**config.mk**
```make
export PLATFORM = sky130hd
export DESIGN_NAME = xbar_train_ctrl
export DESIGN_NICKNAME = d
export VERILOG_FILES = /design/src/rtl/xbar_train_pkg.sv /design/src/rtl/xbar_lfsr16.sv /design/src/rtl/xbar_col_judge.sv /design/src/rtl/xbar_pick.sv /design/src/rtl/xbar_train_ctrl.sv
export SDC_FILE = /design/constraint.sdc
export NUM_CORES = 1
export LEC_CHECK = 0
export ABC_AREA = 1
export CAP_MARGIN = 5
export CORE_ASPECT_RATIO = 0.9
export CORE_UTILIZATION = 55
export CTS_CLUSTER_SIZE = 40
export DETAILED_ROUTE_END_ITERATION = 7
export PLACE_DENSITY = 0.93
export SKIP_CTS_REPAIR_TIMING = 1
export SYNTH_ARGS = -nofsm -noshare
export SYNTH_HDL_FRONTEND = slang
export SYNTH_HIERARCHICAL = 1
export SYNTH_SLANG_ARGS = --single-unit
export TNS_END_PERCENT = 1
```
**constraint.sdc**
```tcl
create_clock -name clk -period 4.7 [get_ports clk]
set_clock_uncertainty 0.15 [all_clocks]
set_input_delay 0.705 -clock clk [delete_from_list [all_inputs] [get_ports clk]]
set_output_delay 0.705 -clock clk [all_outputs]
set_load 0.02 [all_outputs]
```
**src/rtl/xbar_train_pkg.sv**
```systemverilog
package xbar_train_pkg;

  typedef enum logic [2:0] {
    ST_IDLE, ST_INIT, ST_SELECT, ST_RECALL,
    ST_DETECT, ST_PROGRAM, ST_CHECK, ST_DONE
  } train_state_e;

  localparam logic [1:0] DIFF_OK = 2'b00;
  localparam logic [1:0] DIFF_UP = 2'b01;
  localparam logic [1:0] DIFF_DN = 2'b10;

  // Correction code for one column from its thermometer flags.
  function automatic logic [1:0] judge_col(input logic pos, input logic hh,
                                           input logic hl, input logic lh,
                                           input logic ll);
    logic too_hi, too_lo;
    too_hi = pos ? hh : lh;
    too_lo = pos ? !hl : !ll;
    if (too_hi) return DIFF_DN;
    if (too_lo) return DIFF_UP;
    return DIFF_OK;
  endfunction

  // One step of a 16-bit Galois shift register.
  function automatic logic [15:0] lfsr_next(input logic [15:0] s);
    return s[0] ? ((s >> 1) ^ 16'hB400) : (s >> 1);
  endfunction

endpackage

```
**src/rtl/xbar_lfsr16.sv**
```systemverilog
module xbar_lfsr16 import xbar_train_pkg::*; #(
  parameter int          OUTW = 2,
  parameter logic [15:0] SEED = 16'hACE1
) (
  input  logic            clk,
  input  logic            rst,
  output logic [OUTW-1:0] rnd_o
);
  logic [15:0] state_q;

  always_ff @(posedge clk) begin
    if (rst) state_q <= SEED;
    else     state_q <= lfsr_next(state_q);
  end

  assign rnd_o = state_q[OUTW-1:0];
endmodule

```
**src/rtl/xbar_col_judge.sv**
```systemverilog
module xbar_col_judge import xbar_train_pkg::*; (
  input  logic       sign_i,
  input  logic       hh_i,
  input  logic       hl_i,
  input  logic       lh_i,
  input  logic       ll_i,
  output logic [1:0] code_o
);
  assign code_o = judge_col(sign_i, hh_i, hl_i, lh_i, ll_i);
endmodule

```
**src/rtl/xbar_pick.sv**
```systemverilog
module xbar_pick #(
  parameter int NPAT = 4,
  parameter int IDXW = 2
) (
  input  logic [IDXW-1:0] rnd_i,
  input  logic [NPAT-1:0] mask_i,
  output logic            ok_o
);
  localparam int PADN = 1 << IDXW;

  logic [PADN-1:0] blocked;

  // Indices past the last pattern count as blocked (rejection sampling).
  assign blocked = PADN'(mask_i) | ~PADN'({NPAT{1'b1}});
  assign ok_o    = !blocked[rnd_i];
endmodule

```
**src/rtl/xbar_train_ctrl.sv**
```systemverilog
module xbar_train_ctrl import xbar_train_pkg::*; #(
  parameter int          NPAT = 4,
  parameter int          NCOL = 4,
  parameter int          ITW  = 16,
  parameter logic [15:0] SEED = 16'hACE1,
  localparam int         IDXW = $clog2(NPAT),
  localparam int         COLW = $clog2(NCOL),
  localparam int         CNTW = $clog2(NPAT + 1)
) (
  input  logic                 clk,
  input  logic                 rst,
  input  logic                 start_i,
  input  logic [NPAT*NCOL-1:0] pat_bits_i,
  input  logic [ITW-1:0]       iter_limit_i,
  output logic                 init_req_o,
  input  logic                 init_ack_i,
  output logic                 recall_req_o,
  output logic [NCOL-1:0]      recall_sign_o,
  output logic [IDXW-1:0]      sel_idx_o,
  input  logic                 recall_valid_i,
  input  logic [NCOL-1:0]      cmp_hh_i,
  input  logic [NCOL-1:0]      cmp_hl_i,
  input  logic [NCOL-1:0]      cmp_lh_i,
  input  logic [NCOL-1:0]      cmp_ll_i,
  output logic                 prog_req_o,
  output logic [COLW-1:0]      prog_col_o,
  output logic                 prog_pol_o,
  input  logic                 prog_ack_i,
  output logic [CNTW-1:0]      pass_cnt_o,
  output logic                 done_o,
  output logic                 timeout_o
);

  train_state_e                    state_q;
  logic [NPAT-1:0][NCOL-1:0]       pats_q;
  logic [ITW-1:0]                  limit_q, iter_q;
  logic [IDXW-1:0]                 sel_q;
  logic [NCOL-1:0][1:0]            diff_q, diff_w;
  logic [COLW-1:0]                 col_q;
  logic [CNTW-1:0]                 st_q;
  logic [NPAT-1:0]                 mask_q;
  logic                            tmo_q;

  logic [IDXW-1:0] rnd;
  logic            pick_ok;
  logic [NCOL-1:0] cur_sign;
  logic [1:0]      cur_code;
  logic            any_err, col_step;

  // Named events, also used by the checker
  logic ev_pass, ev_fail, ev_start;

  xbar_lfsr16 #(.OUTW(IDXW), .SEED(SEED)) u_lfsr (
    .clk(clk), .rst(rst), .rnd_o(rnd)
  );

  xbar_pick #(.NPAT(NPAT), .IDXW(IDXW)) u_pick (
    .rnd_i(rnd), .mask_i(mask_q), .ok_o(pick_ok)
  );

  assign cur_sign = pats_q[sel_q];

  for (genvar c = 0; c < NCOL; c++) begin : g_col
    xbar_col_judge u_judge (
      .sign_i(cur_sign[c]), .hh_i(cmp_hh_i[c]), .hl_i(cmp_hl_i[c]),
      .lh_i(cmp_lh_i[c]),   .ll_i(cmp_ll_i[c]), .code_o(diff_w[c])
    );
  end

  assign any_err  = |diff_q;
  assign ev_pass  = (state_q == ST_DETECT) && !any_err;
  assign ev_fail  = (state_q == ST_DETECT) && any_err;
  assign ev_start = ((state_q == ST_IDLE) || (state_q == ST_DONE)) && start_i;
  assign cur_code = diff_q[col_q];
  assign col_step = (cur_code == DIFF_OK) || prog_ack_i;

  always_ff @(posedge clk) begin
    if (rst) begin
      state_q <= ST_IDLE;
      pats_q  <= '0;
      limit_q <= '0;
      iter_q  <= '0;
      sel_q   <= '0;
      diff_q  <= '0;
      col_q   <= '0;
      st_q    <= '0;
      mask_q  <= '0;
      tmo_q   <= 1'b0;
    end else begin
      unique case (state_q)
        ST_IDLE, ST_DONE: if (ev_start) begin
          pats_q  <= pat_bits_i;
          limit_q <= iter_limit_i;
          iter_q  <= '0;
          st_q    <= '0;
          mask_q  <= '0;
          tmo_q   <= 1'b0;
          state_q <= ST_INIT;
        end
        ST_INIT: if (init_ack_i) state_q <= ST_SELECT;
        ST_SELECT: if (pick_ok) begin
          sel_q   <= rnd;
          state_q <= ST_RECALL;
        end
        ST_RECALL: if (recall_valid_i) begin
          diff_q  <= diff_w;
          state_q <= ST_DETECT;
        end
        ST_DETECT: begin
          iter_q <= iter_q + ITW'(1);
          col_q  <= '0;
          if (ev_fail) begin
            st_q    <= '0;
            mask_q  <= '0;
            state_q <= ST_PROGRAM;
          end else begin
            st_q          <= st_q + CNTW'(1);
            mask_q[sel_q] <= 1'b1;
            state_q       <= ST_CHECK;
          end
        end
        ST_PROGRAM: if (col_step) begin
          if (col_q == COLW'(NCOL - 1)) state_q <= ST_CHECK;
          else                          col_q   <= col_q + COLW'(1);
        end
        ST_CHECK: begin
          if (st_q == CNTW'(NPAT)) state_q <= ST_DONE;
          else if ((limit_q != '0) && (iter_q == limit_q)) begin
            tmo_q   <= 1'b1;
            state_q <= ST_DONE;
          end else state_q <= ST_SELECT;
        end
        default: state_q <= ST_IDLE;
      endcase
    end
  end

  assign init_req_o    = (state_q == ST_INIT);
  assign recall_req_o  = (state_q == ST_RECALL);
  assign recall_sign_o = cur_sign;
  assign sel_idx_o     = sel_q;
  assign prog_req_o    = (state_q == ST_PROGRAM) && (cur_code != DIFF_OK);
  assign prog_col_o    = col_q;
  assign prog_pol_o    = (cur_code == DIFF_UP);
  assign pass_cnt_o    = st_q;
  assign done_o        = (state_q == ST_DONE) && !tmo_q;
  assign timeout_o     = tmo_q;

endmodule

```
==> metrics.yaml, run 1 <==
run_status: "finished, final reports clean"
rsz0062_at_grt: "false"
place_area_sq_um: 4960
postSynthAreaPerCell_sq_um: 6.91
grt_max_degree: 54
cp-end-kind: "primary output"
drcViolationCount: 0
final_hpwl_dp_um: 7180
ys_dominant_reg_cell: "dfxtp_1"
design.final.nets: 735
synth.most_common_cell: "nand2_1"
drt-initial-drc-count: 291
clockRootBuffer: "clkbuf_8"
final_antenna_net_count: 0
syn_inst: 617
layout_worst_path_cycle_share: 0.655
antenna_violations_before_repair: 0
vias: 4169
yosys-top-cells-area: "dfxtp_1, nand2_1, nor2_1"
final_hold_viol_count: 0
synthesis.area_sq_um: 4260
post_synth_num_cell_types: 43
timing.slew.headroom: 0.462
powerDensity_nw_per_um2: 432
overflow: 0
postSynthRegisterBits: 87
via_count_of_the_first_global_routing_pass: 3867
cts_tree: "done"
cp_data_arrival_time_ps: 2220
grt_first_pass_wirelength_um: 16900
cp_data_required_time_ps: 3850
number_of_placed_i_o_pins: 71
final_cell_area_sq_um: 5170
p_leak_uw: 0.00213
yosys-top-cells-count: "nand2_1, dfxtp_1, nor2_1"
yosys.area.top_type_share: 0.409
total_negative_setup_slacks_ps: 0
drt_pass1_iterations: 6
synth_enable_flop_cells: 0
route.final.wire_length_um: 10300
timing.reg2reg.worst_path_depth: 7
detail_route.wl_per_cell_um: 13.2
port-buffer-count: 70
vdd.ir_drop.worst_uv: 255
start_kind: "register"
die-area_sq_um: 8110
synth_fp_nets: 675
synth_area_leader_cell: "dfxtp_1"
globalRouteTotalUtil: 0.264
n_antenna_cell: 0
rows: 30
synth-seq-area-share: 0.409
flow.area_growth_from_synthesis_pct: 21.3
timing.final.max_slew_violations: 0
synth_async_sr_flop_share: 0
post_route_cells_drive_above_1_share: 0.103
initial_core_util: 0.568
fin_crit_ps: 3080
cts_max_level: 3
cap_violations: 0
vertical_die_dimension_um: 85.5
criticalPathCategory: "reg2out"
via_per_inst: 5.36
setup-violations-final: 0
cts_buffers: 9
cts.path.max_buffers: 2
critPathMaxFanout: 5
clk_pin_slew_worst_paths_ps: 100
hold_path_class: "reg2reg"
tightestPinTransition_ps: 806
die_w_um: 94.8
core_sq_um: 7510
gpl.final_weighted_congestion: 0.824
achievable-frequency_mhz: 325
clock_latency_ps: 370
synthesis.yosys.warnings: 6
cts.sinks: 87
holdPathStages: 2
==> metrics by stage <==
stage | utilization | setup slack (ps) | cells | hold WS (ps) | total power (uW)
floorplan | - | 2550 | 617 | 233 | 1480
global placement | 0.661 | 1980 | 762 | 238 | 1650
detailed placement | 0.661 | 1940 | 762 | 246 | 1670
CTS | 0.689 | 1640 | 778 | 253 | 2230
global route | 0.689 | 1500 | 778 | 289 | 2370
finish | 0.689 | 1620 | 778 | 248 | 2240
==> cell families (layout without fill, tap and decap cells) <==
| family | count (synthesis) | count (layout) | synth area share |
|---|---|---|---|
| DFF | 87 | 87 | 0.409 |
| AOI/OAI and AO/OA | 127 | 127 | 0.164 |
| buffers and inverters | 106 | 171 | 0.107 |
| and+or+nand+nor | 292 | 292 | 0.307 |
| xor gates and xnor gates | 1 | 1 | 0.00205 |
| adders and majority gates | 4 | 4 | 0.0117 |
==> registers in the layout (all words and copies together), names as in the netlist <==
| signal | flops |
|---|---|
| iter_q | 16 |
| state_q | 3 |
| prog_col_o | 2 |
| u_lfsr/state_q | 16 |
| limit_q | 16 |
| diff_q | 8 |
| pats_q | 16 |
| timeout_o | 1 |
| mask_q | 4 |
| sel_idx_o | 2 |
| pass_cnt_o | 3 |
==> final cells by class <==
cell class	instances	area [sq um]
fillers	598	2330
inverters	83	314
flip-flops and latches	87	1740
clock buffers	9	124
multi-input cells	424	2070
well taps	96	120
repair buffers	72	716
clock inverters	7	90.1
==> per-layer routing <==
layer  track usage  up-vias  wire (um)
li1              -     2083          -
met1         0.309     1922       4300
met2         0.458      136       5170
met3        0.0656       28        564
met4         0.107        0        247
met5             0        -          0
==> power breakdown <==
group          internal (uW)  leakage [uW]  switching (uW)
clock                    257      0.000101             304
sequential               850      0.000713            74.2
combinational            270       0.00132             481
total                   1380       0.00213             859
==> path summary, 6_finish.rpt <==
kind	slack [ps]	from	endpoint
hold / removal	250	u_lfsr/state_q[3]	u_lfsr/state_q[2]
setup / recovery	1620	sel_idx_o[1]	recall_sign_o[2]
setup reg to reg	2260	state_q[2]	mask_q[3]
hold reg to reg	250	u_lfsr/state_q[3]	u_lfsr/state_q[2]
==> critical path, stage by stage, from the launching register on <==
cell	delay, ps
dfxtp_1	420
inv_1	90
nor2_1	330
nand2_1	100
nand4_1	250
clkdlybuf4s50_1	670
==> layout by cell type, fill, tap and decap left out, types with 2 or more instances in the layout <==
master,Yosys,final
dfxtp_1,87,87
clkbuf_8,0,9
nand3_1,21,21
o21ai_1,2,2
a21oi_2,2,2
nor2_2,9,9
nor2_4,4,4
inv_1,69,69
inv_6,0,2
buf_4,5,2
a21oi_1,51,51
or2_1,6,6
nand2_2,14,14
nor3_1,3,3
a221oi_2,2,2
clkdlybuf4s50_1,0,70
inv_2,12,12
clkinvlp_4,0,2
o21ai_0,58,58
nand2_1,135,135
nor2_1,82,82
a22oi_1,4,4
nand4_1,10,10
o31ai_1,2,2
ha_1,4,4
Power figures use the tool's default switching activity.
==> run 2, diff against run 1 <==
CORE_UTILIZATION = 48   (was 55)
PLACE_DENSITY = 0.87   (was 0.93)
clock period = 2.5 ns   (was 4.7 ns; I/O delays follow)
==> metrics.yaml, run 2 (same netlist as run 1, synthesis figures left out) <==
pre_cts_ws_ps: 308  # was 1940 ps
start_kind: "register"  # unchanged
drcViolationCount: 0  # unchanged
reg2reg_to: "iter_q[10]"  # was mask_q[3]
final_antenna_net_count: 0  # unchanged
layout_setup_ws_ps: -54.2  # was 1620 ps
criticalPathCategory: "reg2out"  # unchanged
grt_use_met3: 0.0523  # was 0.0656
powerDensity_nw_per_um2: 801  # was 432 nW/um^2
rows: 32  # was 30
cp-end-kind: "primary output"  # unchanged
drt_pass1_iterations: 4  # was 6
groute.layer.met1.usage: 0.262  # was 0.309
number_of_placed_i_o_pins: 71  # unchanged
timing.slew.headroom: 0.620  # was 0.462
die-area_sq_um: 9260  # was 8110 sq um
drt-initial-drc-count: 215  # was 291
globalRouteTotalUtil: 0.223  # was 0.264
worstHoldEndpoint: "u_lfsr/state_q[8]"  # was u_lfsr/state_q[2]
reg2reg_from: "iter_q[0]"  # was state_q[2]
hold_path_class: "reg2reg"  # unchanged
layout_common_cells: "nand2_1, dfxtp_1, nor2_1, inv_1, clkdlybuf4s50_1"  # was nand2_1, dfxtp_1, nor2_1, clkdlybuf4s50_1, inv_1
failing_checks: "setup timing"
run_status: "complete, but fails checks"  # was finished, final reports clean
cp_data_required_time_ps: 1980  # was 3850 ps
holdPathStages: 2  # unchanged
port-buffer-count: 70  # unchanged
post_route_cells_drive_above_1_share: 0.111  # was 0.103
cts_tree: "done"  # unchanged
cap_violations: 0  # unchanged
vdd.ir_drop.worst_uv: 395  # was 255 uV
critPathMaxFanout: 5  # unchanged
die_w_um: 101  # was 94.8 um
cts_buffers: 9  # unchanged
mostFrequentLayoutCell: "nand2_1"  # unchanged
vias: 4105  # was 4169
n_antenna_cell: 0  # unchanged
final_hold_viol_count: 0  # unchanged
fin_crit_ps: 2550
setup-violations-final: 1  # was 0
final_hpwl_dp_um: 7180  # about the same
overflow: 0  # unchanged
via_per_inst: 5.12  # was 5.36
design.final.nets: 737  # was 735
routing_usage_on_met2: 0.391  # was 0.458
cp_data_arrival_time_ps: 2030  # was 2220 ps
grt.busiest_layer: "met2"  # unchanged
achievable-frequency_mhz: 392
worst_setup_slack_for_register_to_register_paths_ps: 510  # was 2260 ps
rsz0062_at_grt: "true"  # was false
clock_latency_ps: 360  # was 370 ps
vertical_die_dimension_um: 91.4  # was 85.5 um
initial_core_util: 0.495  # was 0.568
layout_worst_path_cycle_share: 1.02
p_leak_uw: 0.00224  # was 0.00213 uW
timing.final.max_slew_violations: 0  # unchanged
clockRootBuffer: "clkbuf_8"  # unchanged
route.final.wire_length_um: 10000  # was 10300 um
cts.path.max_buffers: 2  # unchanged
grt_max_degree: 43  # was 54
antenna_violations_before_repair: 0  # unchanged
detail_route.wl_per_cell_um: 12.5  # was 13.2 um
core_sq_um: 8610  # was 7510 sq um
cts.sinks: 87  # unchanged
clk_pin_slew_worst_paths_ps: 90  # was 100 ps
worst_hold_startpoint: "u_lfsr/state_q[9]"  # was u_lfsr/state_q[3]
flow.area_growth_from_synthesis_pct: 23.1  # was 21.3%
gpl.final_weighted_congestion: 0.835  # was 0.824
timing.reg2reg.worst_path_depth: 9  # was 7
cts_max_level: 3  # unchanged
final.fill_count: 739  # was 598
tightestPinTransition_ps: 569  # was 806 ps
via_count_of_the_first_global_routing_pass: 3874  # was 3867
final.hold.worst_slack_ps: 262  # was 248 ps
grt_first_pass_wirelength_um: 16500  # was 16900 um
## run 2: cell types whose count changed in the layout (fill, tap and decap cells not counted), sizes merged
cell           before  now
inv                85   86
buf                 2    4
clkinvlp            2    0
clkdlybuf4s50      70   65
dlymetal6s2s        0    5
## run 2: stage by stage
stage | instance area, sq um | util | instances | setup TNS [ps] | total power [uW]
after floorplan | 4260 | - | 617 | 0 | 2770
after global placement | 5030 | 0.584 | 787 | 0 | 3150
after detailed placement | 5030 | 0.584 | 787 | 0 | 3200
after CTS | 5230 | 0.607 | 802 | -518 | 4210
after global routing | 5250 | 0.610 | 802 | -133 | 4460
final | 5250 | 0.610 | 802 | -54.2 | 4210
## run 2: layout make-up
| type | count | area [sq um] | area share |
|---|---|---|---|
| clock buffer | 9 | 124 | 0.0236 |
| clock inverter | 6 | 76.3 | 0.0145 |
| inverter | 83 | 314 | 0.0598 |
| multi-input combinational | 424 | 2070 | 0.395 |
| sequential | 87 | 1750 | 0.333 |
| tap | 119 | 149 | 0.0284 |
| timing repair buffer | 74 | 768 | 0.146 |
## run 2: worst max-delay path, stage by stage, from the launching register on
cell	delay [ps]
dfxtp_1	410
inv_1	110
nor2_2	220
a22oi_1	100
nand2_1	180
clkdlybuf4s50_1	640
## run 2: worst max-delay path by stage
stage	from	endpoint	slack [ps]	cells after the start
2_1_floorplan	prog_col_o[0]	prog_req_o	680	5
3_3_place_gp	sel_idx_o[0]	recall_sign_o[3]	350	4
3_5_place_dp	prog_col_o[0]	prog_req_o	310	5
6_report	sel_idx_o[1]	recall_sign_o[3]	-50	5
5_1_grt	sel_idx_o[1]	recall_sign_o[3]	-130	5
4_1_cts	sel_idx_o[1]	recall_sign_o[2]	-120	5
## run 2: routing by layer
metal	vias up	share of wire
met3	16	0.048
met4	0	0.015
met1	1888	0.44
met2	116	0.49
li1	2085	-
met5	-	0
## run 2: power breakdown
group / internal [uW] / leakage, uW / switching [uW] / total (uW)
logic: 539 / 0.00142 / 918 / 1460
registers: 1600 / 0.000715 / 141 / 1740
clock network: 476 / 0.000103 / 532 / 1010
